File: src/rtl/pll_recal_pkg.sv
package pll_recal_pkg;
  localparam int unsigned REG_FB_SEL   = 'h126;
  localparam int unsigned REG_CAL_REQ  = 'h100;
  localparam int unsigned REG_CAL_GO   = 'h000;
  localparam int unsigned REG_CAL_STAT = 'h280;
  localparam int unsigned FB_BIT       = 0;
  localparam int unsigned REQ_BIT      = 0;
  localparam int unsigned STAT_BUSY    = 1;

  typedef enum logic [1:0] {OP_READ, OP_SET, OP_CLR} rmw_op_e;
  typedef enum logic [1:0] {PH_IDLE, PH_RD, PH_WR} bus_ph_e;
  typedef enum logic [3:0] {
    ST_IDLE, ST_FB_INT, ST_REQ, ST_GO, ST_POLL,
    ST_LOCK1, ST_FB_EXT, ST_LOCK2, ST_DONE, ST_ERR
  } seq_state_e;
endpackage

File: src/rtl/pll_wait_timer.sv
module pll_wait_timer #(
  parameter int unsigned CNT_W = 16
) (
  input  logic             clk_i,
  input  logic             rst_ni,
  input  logic             clr_i,
  input  logic [CNT_W-1:0] limit_i,
  output logic             expired_o
);
  logic [CNT_W-1:0] cnt_q;

  always_ff @(posedge clk_i or negedge rst_ni) begin
    if (!rst_ni)              cnt_q <= '0;
    else if (clr_i)           cnt_q <= '0;
    else if (cnt_q != '1)     cnt_q <= cnt_q + 1'b1;
  end

  assign expired_o = (cnt_q >= limit_i);
endmodule

File: src/rtl/pll_rmw_master.sv
module pll_rmw_master
  import pll_recal_pkg::*;
#(
  parameter  int unsigned ADDR_W = 12,
  parameter  int unsigned DATA_W = 32,
  localparam int unsigned BIT_W  = $clog2(DATA_W)
) (
  input  logic              clk_i,
  input  logic              rst_ni,
  input  logic              req_i,
  input  rmw_op_e           op_i,
  input  logic [ADDR_W-1:0] addr_i,
  input  logic [BIT_W-1:0]  bit_i,
  output logic              ack_o,
  output logic              rbit_o,
  output logic [ADDR_W-1:0] bus_addr_o,
  output logic              bus_rd_o,
  output logic              bus_wr_o,
  output logic [DATA_W-1:0] bus_wdata_o,
  input  logic [DATA_W-1:0] bus_rdata_i,
  input  logic              bus_wait_i
);
  bus_ph_e           ph_q;
  rmw_op_e           op_q;
  logic [ADDR_W-1:0] addr_q;
  logic [BIT_W-1:0]  bit_q;
  logic [DATA_W-1:0] wdata_q, mask, merged;

  assign mask   = {{(DATA_W-1){1'b0}}, 1'b1} << bit_q;
  assign merged = (op_q == OP_CLR) ? (bus_rdata_i & ~mask) : (bus_rdata_i | mask);

  always_ff @(posedge clk_i or negedge rst_ni) begin
    if (!rst_ni) begin
      ph_q    <= PH_IDLE;
      op_q    <= OP_READ;
      addr_q  <= '0;
      bit_q   <= '0;
      wdata_q <= '0;
    end else begin
      unique case (ph_q)
        PH_IDLE: if (req_i) begin
          ph_q   <= PH_RD;
          op_q   <= op_i;
          addr_q <= addr_i;
          bit_q  <= bit_i;
        end
        PH_RD: if (!bus_wait_i) begin
          if (op_q == OP_READ) ph_q <= PH_IDLE;
          else begin
            ph_q    <= PH_WR;
            wdata_q <= merged;
          end
        end
        PH_WR: if (!bus_wait_i) ph_q <= PH_IDLE;
        default: ph_q <= PH_IDLE;
      endcase
    end
  end

  assign bus_rd_o    = (ph_q == PH_RD);
  assign bus_wr_o    = (ph_q == PH_WR);
  assign bus_addr_o  = addr_q;
  assign bus_wdata_o = wdata_q;
  assign rbit_o      = bus_rdata_i[bit_q];
  assign ack_o       = !bus_wait_i && ((bus_rd_o && op_q == OP_READ) || bus_wr_o);

  assert_hold_R8: assert property (@(posedge clk_i) disable iff (!rst_ni)
    (bus_rd_o || bus_wr_o) && bus_wait_i |=>
      bus_rd_o == $past(bus_rd_o) && bus_wr_o == $past(bus_wr_o) &&
      bus_addr_o == $past(bus_addr_o) && bus_wdata_o == $past(bus_wdata_o));

  assert_read_first_R7: assert property (@(posedge clk_i) disable iff (!rst_ni)
    $rose(bus_wr_o) |-> $past(bus_rd_o) && $past(bus_addr_o) == bus_addr_o);
endmodule

File: src/rtl/pll_recal_seq.sv
module pll_recal_seq
  import pll_recal_pkg::*;
#(
  parameter int unsigned ADDR_W = 12,
  parameter int unsigned DATA_W = 32,
  parameter int unsigned TMO_W  = 16
) (
  input  logic              clk_i,
  input  logic              rst_ni,
  input  logic              start_i,
  input  logic [TMO_W-1:0]  tmo_limit_i,
  input  logic              lock_i,
  output logic [ADDR_W-1:0] bus_addr_o,
  output logic              bus_rd_o,
  output logic              bus_wr_o,
  output logic [DATA_W-1:0] bus_wdata_o,
  input  logic [DATA_W-1:0] bus_rdata_i,
  input  logic              bus_wait_i,
  output logic              busy_o,
  output logic              done_o,
  output logic              err_o
);
  localparam int unsigned BIT_W = $clog2(DATA_W);

  seq_state_e        state_q, state_d;
  logic              req, ack, rbit, expired;
  rmw_op_e           op;
  logic [ADDR_W-1:0] addr;
  logic [BIT_W-1:0]  bsel;

  always_comb begin
    req  = 1'b1;
    op   = OP_SET;
    addr = '0;
    bsel = '0;
    unique case (state_q)
      ST_FB_INT: begin addr = ADDR_W'(REG_FB_SEL);  bsel = BIT_W'(FB_BIT); end
      ST_REQ:    begin addr = ADDR_W'(REG_CAL_REQ); bsel = BIT_W'(REQ_BIT); end
      ST_GO:     begin addr = ADDR_W'(REG_CAL_GO);  bsel = BIT_W'(REQ_BIT); end
      ST_POLL:   begin addr = ADDR_W'(REG_CAL_STAT); bsel = BIT_W'(STAT_BUSY); op = OP_READ; end
      ST_FB_EXT: begin addr = ADDR_W'(REG_FB_SEL);  bsel = BIT_W'(FB_BIT); op = OP_CLR; end
      default:   req = 1'b0;
    endcase
  end

  always_comb begin
    state_d = state_q;
    unique case (state_q)
      ST_IDLE, ST_ERR: if (start_i) state_d = ST_FB_INT;
      ST_FB_INT: if (ack) state_d = ST_REQ;
      ST_REQ:    if (ack) state_d = ST_GO;
      ST_GO:     if (ack) state_d = ST_POLL;
      ST_POLL:   if (ack) begin
        if (!rbit)        state_d = ST_LOCK1;
        else if (expired) state_d = ST_ERR;
      end
      ST_LOCK1:  if (lock_i) state_d = ST_FB_EXT; else if (expired) state_d = ST_ERR;
      ST_FB_EXT: if (ack) state_d = ST_LOCK2;
      ST_LOCK2:  if (lock_i) state_d = ST_DONE;   else if (expired) state_d = ST_ERR;
      default:   state_d = ST_IDLE;
    endcase
  end

  always_ff @(posedge clk_i or negedge rst_ni) begin
    if (!rst_ni) state_q <= ST_IDLE;
    else         state_q <= state_d;
  end

  pll_rmw_master #(.ADDR_W(ADDR_W), .DATA_W(DATA_W)) u_bus (
    .clk_i, .rst_ni,
    .req_i(req), .op_i(op), .addr_i(addr), .bit_i(bsel),
    .ack_o(ack), .rbit_o(rbit),
    .bus_addr_o, .bus_rd_o, .bus_wr_o, .bus_wdata_o,
    .bus_rdata_i, .bus_wait_i
  );

  pll_wait_timer #(.CNT_W(TMO_W)) u_tmr (
    .clk_i, .rst_ni,
    .clr_i(state_d != state_q),
    .limit_i(tmo_limit_i),
    .expired_o(expired)
  );

  assign busy_o = (state_q != ST_IDLE) && (state_q != ST_ERR);
  assign done_o = (state_q == ST_DONE);
  assign err_o  = (state_q == ST_ERR);

  assert_done_pulse_R6: assert property (@(posedge clk_i) disable iff (!rst_ni)
    done_o |=> !done_o && !busy_o);

  assert_busy_hold_R9: assert property (@(posedge clk_i) disable iff (!rst_ni)
    busy_o && !done_o |=> busy_o || err_o);

  assert_err_quiet_R10: assert property (@(posedge clk_i) disable iff (!rst_ni)
    err_o |-> !busy_o && !bus_rd_o && !bus_wr_o);

  assert_poll_gate_R3: assert property (@(posedge clk_i) disable iff (!rst_ni)
    state_q == ST_POLL && ack && rbit |=> state_q != ST_LOCK1);

  assert_lock_gate_R4: assert property (@(posedge clk_i) disable iff (!rst_ni)
    state_q == ST_LOCK1 && !lock_i |=> state_q != ST_FB_EXT);
endmodule

File: config.mk
export PLATFORM = sky130hd
export DESIGN_NAME = pll_recal_seq
export DESIGN_NICKNAME = d
export VERILOG_FILES = /design/src/rtl/pll_recal_pkg.sv /design/src/rtl/pll_wait_timer.sv /design/src/rtl/pll_rmw_master.sv /design/src/rtl/pll_recal_seq.sv
export SDC_FILE = /design/constraint.sdc
export NUM_CORES = 1
export LEC_CHECK = 0
export ABC_AREA = 1
export BUFFER_PORTS_ARGS = -buffer_cell sky130_fd_sc_hd__buf_2
export CORE_AREA = 10 10 108 110
export DETAILED_ROUTE_END_ITERATION = 16
export DIE_AREA = 0 0 118 120
export PLACE_DENSITY = 0.75
export SYNTH_ARGS = -nofsm -noshare
export SYNTH_HDL_FRONTEND = slang
export SYNTH_HIERARCHICAL = 1
export SYNTH_SLANG_ARGS = --single-unit
File: constraint.sdc
create_clock -name clk_i -period 6 [get_ports clk_i]
set_clock_uncertainty 0.15 [all_clocks]
set_input_delay 0.3 -clock clk_i [delete_from_list [all_inputs] [get_ports clk_i]]
set_output_delay 0.3 -clock clk_i [all_outputs]
set_load 0.05 [all_outputs]
==> results_dict.tcl, run 1 <==
set metrics [dict create \
    crit_fanout 19 \
    p_sw_share_pct 53.71 \
    viasPerCell 5.159 \
    seq_area_um2 1827 \
    setup_tns_ns 0 \
    end_kind "flip-flop" \
    grt.total_usage_pct 18.33 \
    power_frac_clock_pct 15.1 \
    gp_congestion 0.9411 \
    finalHoldViolCount 4 \
    finalCritPeriodShare_pct 59.07 \
    async_reset_ff_share_pct 100.0 \
    p_switching_w 0.001586 \
    status "finished, violations left" \
    ios 102 \
    n_antenna_cell 0 \
    drc 0 \
    syn-instance-count 695 \
    cts_tree "yes" \
    synthSimpleGateAreaFrac_pct 38.02 \
    violations "hold timing" \
    die_h_um 120 \
    drv_slew 0 \
    die_x_um 118 \
    p_int_w 0.001367 \
    drive_above_1_share_pct 22.43 \
    synth_most_common_cell "nand2_1" \
    slew-limit-headroom_pct 38.08 \
    hold_ws_ns -0.01150 \
    io_buffers 101 \
    cts-resized-gates 0 \
    tightestPinTransition_ns 0.9289 \
    worst-endpoint-arrival_ns 3.62 \
    hold_buffers 0 \
    wl_per_cell_um 14.05 \
    multi_input_area_um2 2658 \
    yosys.area.top_type_share_pct 37.83 \
    htree_levels 3 \
    synthTopCellsByArea "dfrtp_1, nand2_1, nand3_1" \
    synth-seq-area-share_pct 37.83 \
    grt_max_degree 74 \
    cts_buffers 9 \
    yosys.cell_types.count 35 \
    fillers 929 \
    p_comb_share_pct 55.6 \
    cp.required_ns 6.08 \
    cts_setup_buffers 0 \
    synth_top_flop_cell "dfrtp_1" \
    fmax_mhz 282.1 \
    area_growth_pct 16.87 \
    timing.rr.start "u_bus/bit_q[0]" \
    powerDensity_nw_per_um2 523.3 \
    yosys.area.top_type "dfrtp_1" \
    grt_pass1_wl_um 21860 \
    synth.avg_cell_area_um2 6.947 \
    synth_fa_ha_area_share_pct 4.405 \
    drv_cap 0 \
    holdCritPathClass "input port to asynchronous set/reset pin" \
    dpl_cell_area_um2 5414 \
    clockRootBuffer "clkbuf_8" \
    cts.path.max_buffers 2 \
    setup_violations 0 \
    ant_nets 0 \
    seqPwrFrac_pct 29.3 \
    clock_latency_ns 0.35 \
    period_needed_ns 3.544 \
    synth-seq-cells 73 \
    dp_hpwl_um 9940 \
    dr_total_vias 4803 \
    clock-sinks 73 \
    antenna_found_initial 0 \
    core_um2 9549 \
    synthMuxAreaShare_pct 3.032 \
    wl_um 13080 \
    synth_compound_area_share_pct 8.811 \
    firstDrtPassIters 5 \
    clkTransAtPathRegs_ns 0.08 \
    initial_core_util_pct 50.56 \
    crit_type "flip-flop to flip-flop" \
    rrSetupSlack_ns 2.46 \
    start_kind "flip-flop" \
    syn_area_um2 4828 \
    ys_top_cells_by_count "nand2_1, dfrtp_1, nand3_1, nor2_1, inv_1" \
    nNetsFinal 863 \
    yosysWarningCount 6 \
    r2r_cells 19 \
    fin_area_um2 5643 \
    grt-ovfl-total 0 \
    leakagePower_nw 3.154 \
    rsz0062_at_grt "no" \
    rows 36 \
    ir_drop_mv 0.2224 \
    synth-edff-count 0 \
    die_area_um2 14160 \
    synth-xor-area-share_pct 0 \
    grt_pass1_vias 4559 \
    synth_top_family_by_area "simple AND/OR/NAND/NOR gates" \
    drt_iter0_drc 238 \
    r2r_end "u_tmr/cnt_q[3]" \
]
==> power groups by stage <==
| stage | registers [W] | logic, W | clock network [W] |
|---|---|---|---|
| after detailed placement | 0.000871 | 0.00165 | 0 |
| final | 0.000865 | 0.00164 | 0.000445 |
| after CTS | 0.000862 | 0.00166 | 0.000454 |
| after global routing | 0.000893 | 0.00180 | 0.000476 |
| after global placement | 0.000862 | 0.00163 | 0 |
| after floorplan | 0.00128 | 0.000882 | 0 |
==> area by class of cell <==
class | count | share of cell area [%]
clock buffer | 11 | 2.683
clock inverter | 5 | 1.375
inverter | 64 | 4.302
multi-input combinational | 542 | 47.10
sequential | 73 | 32.37
tap | 133 | 2.949
timing repair buffer | 103 | 9.224
==> state kept, by name (all words and copies together) (netlist names) <==
| register | flops |
|---|---|
| u_bus/bit_q | 5 |
| u_bus/bus_wdata_o | 32 |
| state_q | 4 |
| u_tmr/cnt_q | 16 |
| u_bus/op_q | 2 |
| u_bus/bus_addr_o | 12 |
| u_bus/ph_q | 2 |
==> stage by stage <==
step / utilization [%] / instances / worst slack (ns) / total power [W]
final: 59.09 / 931 / 2.456 / 0.002953
after global routing: 59.09 / 931 / 2.123 / 0.003168
after CTS: 59.09 / 931 / 2.489 / 0.002974
after detailed placement: 56.70 / 915 / 2.506 / 0.002523
after global placement: 56.70 / 915 / 2.627 / 0.002495
after floorplan: - / 704 / 3.439 / 0.002162
==> cells in the final DEF (no fill, tap or decap), drive strengths merged <==
master    count
o21ai        44
o2111ai       1
o21a          1
clkinvlp      1
nor3         10
o22ai         1
nand3        57
a21oi        32
nand4        11
and2          2
inv          63
nor3b         1
buf         103
conb         10
dfrtp        73
o21bai        3
mux2         13
nand2       264
nor2         66
ha           17
clkbuf       11
bufinv        2
clkinv        3
or2           7
nor4          2
==> worst max-delay path by stage <==
stage	from	to	slack, ns	depth (start not counted)
after detailed placement	u_bus/bit_q[0]	u_tmr/cnt_q[13]	2.51	22
final	u_bus/bit_q[0]	u_tmr/cnt_q[3]	2.46	19
after floorplan	u_tmr/cnt_q[11]	u_tmr/cnt_q[7]	3.44	20
after global placement	u_bus/bit_q[0]	u_tmr/cnt_q[13]	2.63	22
after CTS	u_bus/bit_q[0]	u_tmr/cnt_q[9]	2.49	19
after global routing	u_bus/bit_q[0]	u_tmr/cnt_q[15]	2.12	19
==> layer usage <==
metal / GRT usage [%] / vias to the layer above / share of wire (%)
met4: 7.419 / 0 / 1.7
li1: - / 2419 / -
met2: 31.26 / 148 / 48
met5: 0 / - / 0
met3: 3.422 / 13 / 5.6
met1: 22.44 / 2223 / 45
==> worst max-delay path: stages, from the launching register on <==
cell and delay [ns]:
dfrtp_1 0.63, inv_4 0.29, nand2_1 0.13, inv_1 0.14, nand2_1 0.06, nand3_1 0.08, nand3_1 0.07, nand2_1 0.09
nand2_1 0.04, nand2_1 0.13, nor3b_1 0.19, nand2_1 0.07, nand2_1 0.09, nand4_1 0.09, nand2_1 0.09, nor2_1 0.04
nand2_1 0.05, clkinv_1 0.42, nand3_2 0.45, nand2_1 0.09
==> kinds of logic after synthesis <==
kind of cell,Yosys count
simple gates,420
buf+inv,89
compound gates,82
flops,73
fa+ha+maj,17
mux,13
other cells,1
(Power assumes the default switching activity.)
==> run 2, diff against run 1 <==
ABC_AREA = 0   (was 1)
CORE_AREA = 10 10 105 107   (was 10 10 108 110)
DIE_AREA = 0 0 115 117   (was 0 0 118 120)
clock period = 3.4 ns   (was 6 ns; I/O delays follow)
==> run 2 against run 1 <==
- the run now ends clean
- die area fell by 5.0%
- sequential power rose by 82%
- largest cell class unchanged
- combinational power rose by 62%
- global-route usage fell by 1.2 points
- first-iteration DRC count rose by 53%
- register-to-register slack got worse by 2.3 ns
- critical endpoint is now u_tmr/cnt_q[10]
- sequential cell count did not move
- clock-buffer cell count fell by 1
- worst setup slack got worse by 2.3 ns
- maximum frequency rose by 11%
- wire length fell by 10%
==> results_dict.tcl, run 2 <==
set metrics [dict create \
    leakagePower_nw 2.682 \
    die_area_um2 13460 \
    drt_iter0_drc 364 \
    grt_max_degree 74 \
    grt-ovfl-total 0 \
    seq_area_um2 1828 \
    dr_total_vias 3956 \
    place_inst 671 \
    r2r_cells 12 \
    cp.required_ns 3.50 \
    gp_congestion 0.8985 \
    cts_buffers 9 \
    holdCritPathClass "input port to flip-flop" \
    dp_hpwl_um 8506 \
    viasPerCell 5.588 \
    ant_nets 0 \
    clockRootBuffer "clkbuf_8" \
    wl_um 11700 \
    setup_tns_ns 0 \
    finalCritPeriodShare_pct 94.05 \
    grt.total_usage_pct 17.13 \
    hold_depth 3 \
    powerDensity_nw_per_um2 892.1 \
    end_kind "flip-flop" \
    drc 0 \
    antenna_found_initial 0 \
    crit_fanout 16 \
    final_cells 708 \
    crit_type "flip-flop to flip-flop" \
    synth-seq-area-share_pct 40.59 \
    firstDrtPassIters 5 \
    clock-sinks 73 \
    final_cell_mix "buf_2, dfrtp_1, nand2_1" \
    clkTransAtPathRegs_ns 0.08 \
    layout_setup_ws_ns 0.2025 \
    syn_area_um2 4501 \
    rsz0062_at_grt "no" \
    ys_top_cells_by_count "dfrtp_1, nand2_1, o21ai_0, mux2i_1, nor2_1" \
    wl_per_cell_um 16.53 \
    syn-instance-count 472 \
    multi_input_area_um2 2477 \
    cts.path.max_buffers 2 \
    grt_pass1_wl_um 19060 \
    synth.avg_cell_area_um2 9.535 \
    rrSetupSlack_ns 0.20 \
    start_kind "flip-flop" \
    layout_commonest_cell "buf_2" \
    largest_reg_flops 32 \
    async_reset_ff_share_pct 100.0 \
    period_needed_ns 3.198 \
    io_buffers 101 \
    n_antenna_cell 0 \
    initial_core_util_pct 49.89 \
    yosys.area.top_type "dfrtp_1" \
    synthTopCellsByArea "dfrtp_1, mux2i_1, mux2_2" \
    worst-endpoint-arrival_ns 3.30 \
    setup_violations 0 \
    status "finished clean" \
    fin_util_pct 61.17 \
    fillers 770 \
    cts_tree "yes" \
    htree_levels 3 \
    ir_drop_mv 0.7239 \
    dp_slack_ns 0.1020 \
    nNetsFinal 662 \
    slew-limit-headroom_pct 26.31 \
    ios 102 \
    clock_latency_ns 0.34 \
    synth_most_common_cell "dfrtp_1" \
    core_um2 9021 \
    synth_top_flop_cell "dfrtp_1" \
    area_growth_pct 22.60 \
    finalHoldViolCount 0 \
    drv_slew 0 \
    die_h_um 117 \
    die_x_um 115 \
    rows 35 \
    synth-edff-count 0 \
    yosysWarningCount 6 \
    tightestPinTransition_ns 1.105 \
    yosys.area.top_type_share_pct 40.59 \
    synth-seq-cells 73 \
    hold_ws_ns 0.006333 \
    grt_pass1_vias 3890 \
    yosys.cell_types.count 59 \
    fmax_mhz 312.7 \
    drive_above_1_share_pct 26.30 \
    drv_cap 0 \
]
[run 2: changes by cell type in the layout (fill, tap and decap cells not counted), sizes merged, moves of 9 or more]
cell / delta
nand2: -205
nand3: -42
inv: -38
mux2i: +37
nor2: -35
dlygate4sd3: +21
a21oi: -17
nand2b: +9
[run 2: critical path: stages (launching register included)]
cell and delay, ns:
dfrtp_1 0.40, inv_1 0.09, ha_1 0.27, nand2b_1 0.15, a2111oi_2 0.36, o311a_1 0.21, o21ai_1 0.12, or4b_1 0.50
and4b_1 0.21, a31oi_1 0.15, nand3_1 0.09, buf_4 0.21, a211oi_1 0.20
[run 2: where the power goes]
| part | total (W) | leakage (nW) | switching, W | internal (W) |
|---|---|---|---|---|
| combinational | 0.00266 | 1.66 | 0.00178 | 0.000875 |
| sequential | 0.00157 | 0.925 | 0.000374 | 0.00120 |
| clock | 0.000690 | 0.0985 | 0.000330 | 0.000360 |
| total | 0.00492 | 2.68 | 0.00249 | 0.00243 |
[run 2: path summary, 6_finish.rpt]
kind                                  startpoint               endpoint
max reg2reg                       u_tmr/cnt_q[0]        u_tmr/cnt_q[10]
min reg2reg                u_bus/bus_wdata_o[15]  u_bus/bus_wdata_o[15]
max in group asynchronous                 rst_ni        u_tmr/cnt_q[13]
min in group asynchronous                 rst_ni   u_bus/bus_wdata_o[5]
max                               u_tmr/cnt_q[0]        u_tmr/cnt_q[10]
min                              bus_rdata_i[16]  u_bus/bus_wdata_o[16]
[run 2: stage by stage]
stage	instance area [um2]	power (W)
3_5_place_dp	5095	0.004215
3_3_place_gp	5095	0.004149
5_1_grt	5518	0.005237
6_report	5518	0.004923
2_1_floorplan	4533	0.003599
4_1_cts	5510	0.004934
[run 2: logic make-up after synthesis]
| group | share of synthesized area [%] |
|---|---|
| mux | 17.82 |
| flops | 40.59 |
| simple gates | 19.27 |
| fa+ha+maj | 4.726 |
| compound gates | 11.76 |
| xor+xnor | 0.3893 |
| buf+inv | 5.366 |
| other cells | 0.08332 |
[run 2: cell type report]
cell class	count	share of cell area, %
multi-input combinational	353	44.90
clock inverter	6	1.224
sequential	73	33.13
inverter	26	1.769
clock buffer	10	2.494
timing repair buffer	129	13.97
tap	111	2.517
[run 2: metal layers]
layer / share of wire (%) / track usage [%] / vias to the layer above
met5: 0 / 0 / -
met4: 3.0 / 8.086 / 0
met3: 6.8 / 3.772 / 29
met2: 48 / 26.76 / 145
met1: 42 / 22.12 / 1863
li1: - / - / 1919
[run 2: timing repair]
| item | in CTS | in global routing |
|---|---|---|
| endpoints found under the setup margin | 0 | 16 |
| hold buffers | 21 | 0 |
| hold endpoints to repair | 95 | 0 |
| buffers inserted | 0 | 0 |
| resized for setup | 0 | 4 |
==> run 3, diff against run 2 <==
CORE_AREA = 10 10 93 95   (was 10 10 105 107)
DIE_AREA = 0 0 103 105   (was 0 0 115 117)
PLACE_DENSITY = 0.79   (was 0.75)
RECOVER_POWER = 25   (was default)
SYNTH_HIERARCHICAL = default   (was 1)
==> run 3 against run 2 <==
- the run now ends with capacitance limit, slew limit left
- hold slack gained 0.012 ns
- non-clock buffer count is the same
- maximum frequency grew 25%
- sequential share of layout area grew 0.092 points
- worst setup slack gained 0.64 ns
- area after synthesis shrank 23%
==> results_dict.tcl, run 3 <==
set metrics [dict create \
    drc 0 \
    synth_most_common_cell "dfrtp_1" \
    syn-instance-count 337 \
    nNetsFinal 529 \
    finalCritPeriodShare_pct 75.11 \
    ys_top_cells_by_count "dfrtp_1, mux2_2, nand2_1, inv_1, a21oi_1" \
    cts_tree "yes" \
    dr_total_vias 2984 \
    antenna_found_initial 2 \
    powerDensity_nw_per_um2 891.2 \
    crit_path_cell_trace "nor2b_1 -> nor3b_1 -> a32oi_1 -> a31oi_4 -> nor4_1" \
    grt_pass1_wl_um 14820 \
    final_cell_mix "buf_2, dfrtp_1, mux2_2" \
    slew-limit-headroom_pct -18.59 \
    crit_path_max_incr_delay_ns 0.68 \
    drt_iter0_drc 172 \
    layout_commonest_cell "buf_2" \
    fillers 539 \
    clock_latency_ns 0.33 \
    fmax_mhz 391.6 \
    synth-seq-area-share_pct 42.69 \
    dp_hpwl_um 6509 \
    wl_um 9164 \
    period_needed_ns 2.554 \
    synth_top_flop_cell "dfrtp_1" \
    grt_max_degree 35 \
    synthTopCellsByArea "dfrtp_1, mux2_2, ha_1" \
    viasPerCell 5.465 \
    crit_type "flip-flop to flip-flop" \
    wl_per_cell_um 16.78 \
    clockRootBuffer "clkbuf_8" \
    cts_buffers 9 \
    die_x_um 103 \
    dpl_cell_area_um2 3926 \
    yosys.area.top_type "dfrtp_1" \
    initial_core_util_pct 51.19 \
    io_buffers 95 \
    finalHoldViolCount 0 \
    cts.path.max_buffers 2 \
    ios 102 \
    ant_nets 0 \
    cp.required_ns 3.44 \
    violations "capacitance limit, slew limit" \
    holdCritPathClass "input port to flip-flop" \
    cpMaxStageDelayCell "dfrtp_1" \
    status "finished, violations left" \
    rsz0062_at_grt "no" \
    synth-seq-cells 59 \
    setup_tns_ns 0 \
    yosys.cell_types.count 52 \
    end_kind "flip-flop" \
    leakagePower_nw 2.127 \
    setup_violations 0 \
    async_reset_ff_share_pct 100.0 \
    core_um2 6756 \
    fin_area_um2 4444 \
    grt-ovfl-total 0 \
    rows 30 \
    total_power_w 0.003961 \
    fin_util_pct 65.78 \
    drv_slew 35 \
    worst-endpoint-arrival_ns 2.59 \
    grt_pass1_vias 3097 \
    crit_fanout 19 \
    yosys.area.top_type_share_pct 42.69 \
    ir_drop_mv 0.8070 \
    yosysWarningCount 0 \
    synth-edff-count 0 \
    clkTransAtPathRegs_ns 0.06 \
    gp_congestion 0.8506 \
    area_growth_pct 28.51 \
    clock-sinks 59 \
    die_h_um 105 \
    drive_above_1_share_pct 32.11 \
    firstDrtPassIters 4 \
    tightestPinTransition_ns 1.779 \
    largest_reg_flops 32 \
    drv_cap 1 \
    start_kind "flip-flop" \
    hold_ws_ns 0.01823 \
    die_area_um2 10820 \
    grt.total_usage_pct 16.92 \
    syn_area_um2 3458 \
    synth.avg_cell_area_um2 10.26 \
    htree_levels 3 \
]
run 3: metal layers:
layer | vias to the layer above | wire length, um | global-route usage [%] | share of wire, %
met3 | 21 | 658 | 5.468 | 7.2
met2 | 113 | 4779 | 28.72 | 52
met1 | 1395 | 3438 | 18.58 | 38
met5 | - | 0 | 0 | 0
met4 | 0 | 288 | 7.555 | 3.1
li1 | 1455 | - | - | -
run 3: path summary, 6_finish.rpt:
kind                                         end  cells past startpoint                  start  slack (ns)
setup reg to reg                 u_tmr.cnt_q[11]                      5             state_q[2]        0.85
setup / recovery                 u_tmr.cnt_q[11]                      5             state_q[2]        0.85
hold / removal                        state_q[3]                      3                start_i        0.02
hold reg to reg            u_bus.bus_wdata_o[18]                      1  u_bus.bus_wdata_o[18]        0.35
min in group asynchronous  u_bus.bus_wdata_o[11]                      2                 rst_ni        0.69
max in group asynchronous        u_tmr.cnt_q[15]                      3                 rst_ni        1.25
run 3: area by class of cell:
| cell class | count | area [um2] | area share (%) |
|---|---|---|---|
| Tap cell | 80 | 100.1 | 2.252 |
| Inverter | 23 | 86.33 | 1.943 |
| Multi-Input combinational cell | 237 | 1773 | 39.89 |
| Timing Repair Buffer | 129 | 800.8 | 18.02 |
| Antenna cell | 2 | 5.005 | 0.1126 |
| Clock buffer | 10 | 137.6 | 3.097 |
| Sequential cell | 59 | 1476 | 33.22 |
| Clock inverter | 6 | 65.06 | 1.464 |
run 3: what timing repair did:
action | 4_1_cts | 5_1_grt
hold buffers | 32 | 0
hold endpoints to repair | 65 | 0
gates resized for setup | 0 | 0
setup buffers | 0 | 0
run 3: report_power, final:
part	internal, W	total [W]	switching [W]
Clock	0.000358	0.000643	0.000285
Sequential	0.000974	0.00122	0.000248
Combinational	0.000635	0.00210	0.00146
Total	0.00197	0.00396	0.00199
run 3: per-stage QoR:
| stage | worst slack (ns) | std cells |
|---|---|---|
| after floorplan | 0.8858 | 342 |
| after global placement | 0.9643 | 496 |
| after detailed placement | 0.8599 | 496 |
| after CTS | 0.8409 | 544 |
| after global routing | 0.6022 | 546 |
| final | 0.8463 | 546 |
run 3: kinds of logic (layout without fill, tap and decap cells):
family	after synthesis	count (layout)	share of synthesized area (%)
compound gates	62	62	13.21
mux	38	38	12.19
flops	59	59	42.69
fa+ha+maj	17	17	6.150
simple gates	104	104	16.46
xor+xnor	10	10	2.533
other cells	1	8	0.1084
buf+inv	46	168	6.657
run 3: critical path: cells and delay by family, from the launching register on:
family	cells	cell delay, ns
AND/OR/NAND/NOR	3	0.87
AO/OA/AOI/OAI	2	0.70
flip-flops	1	0.68
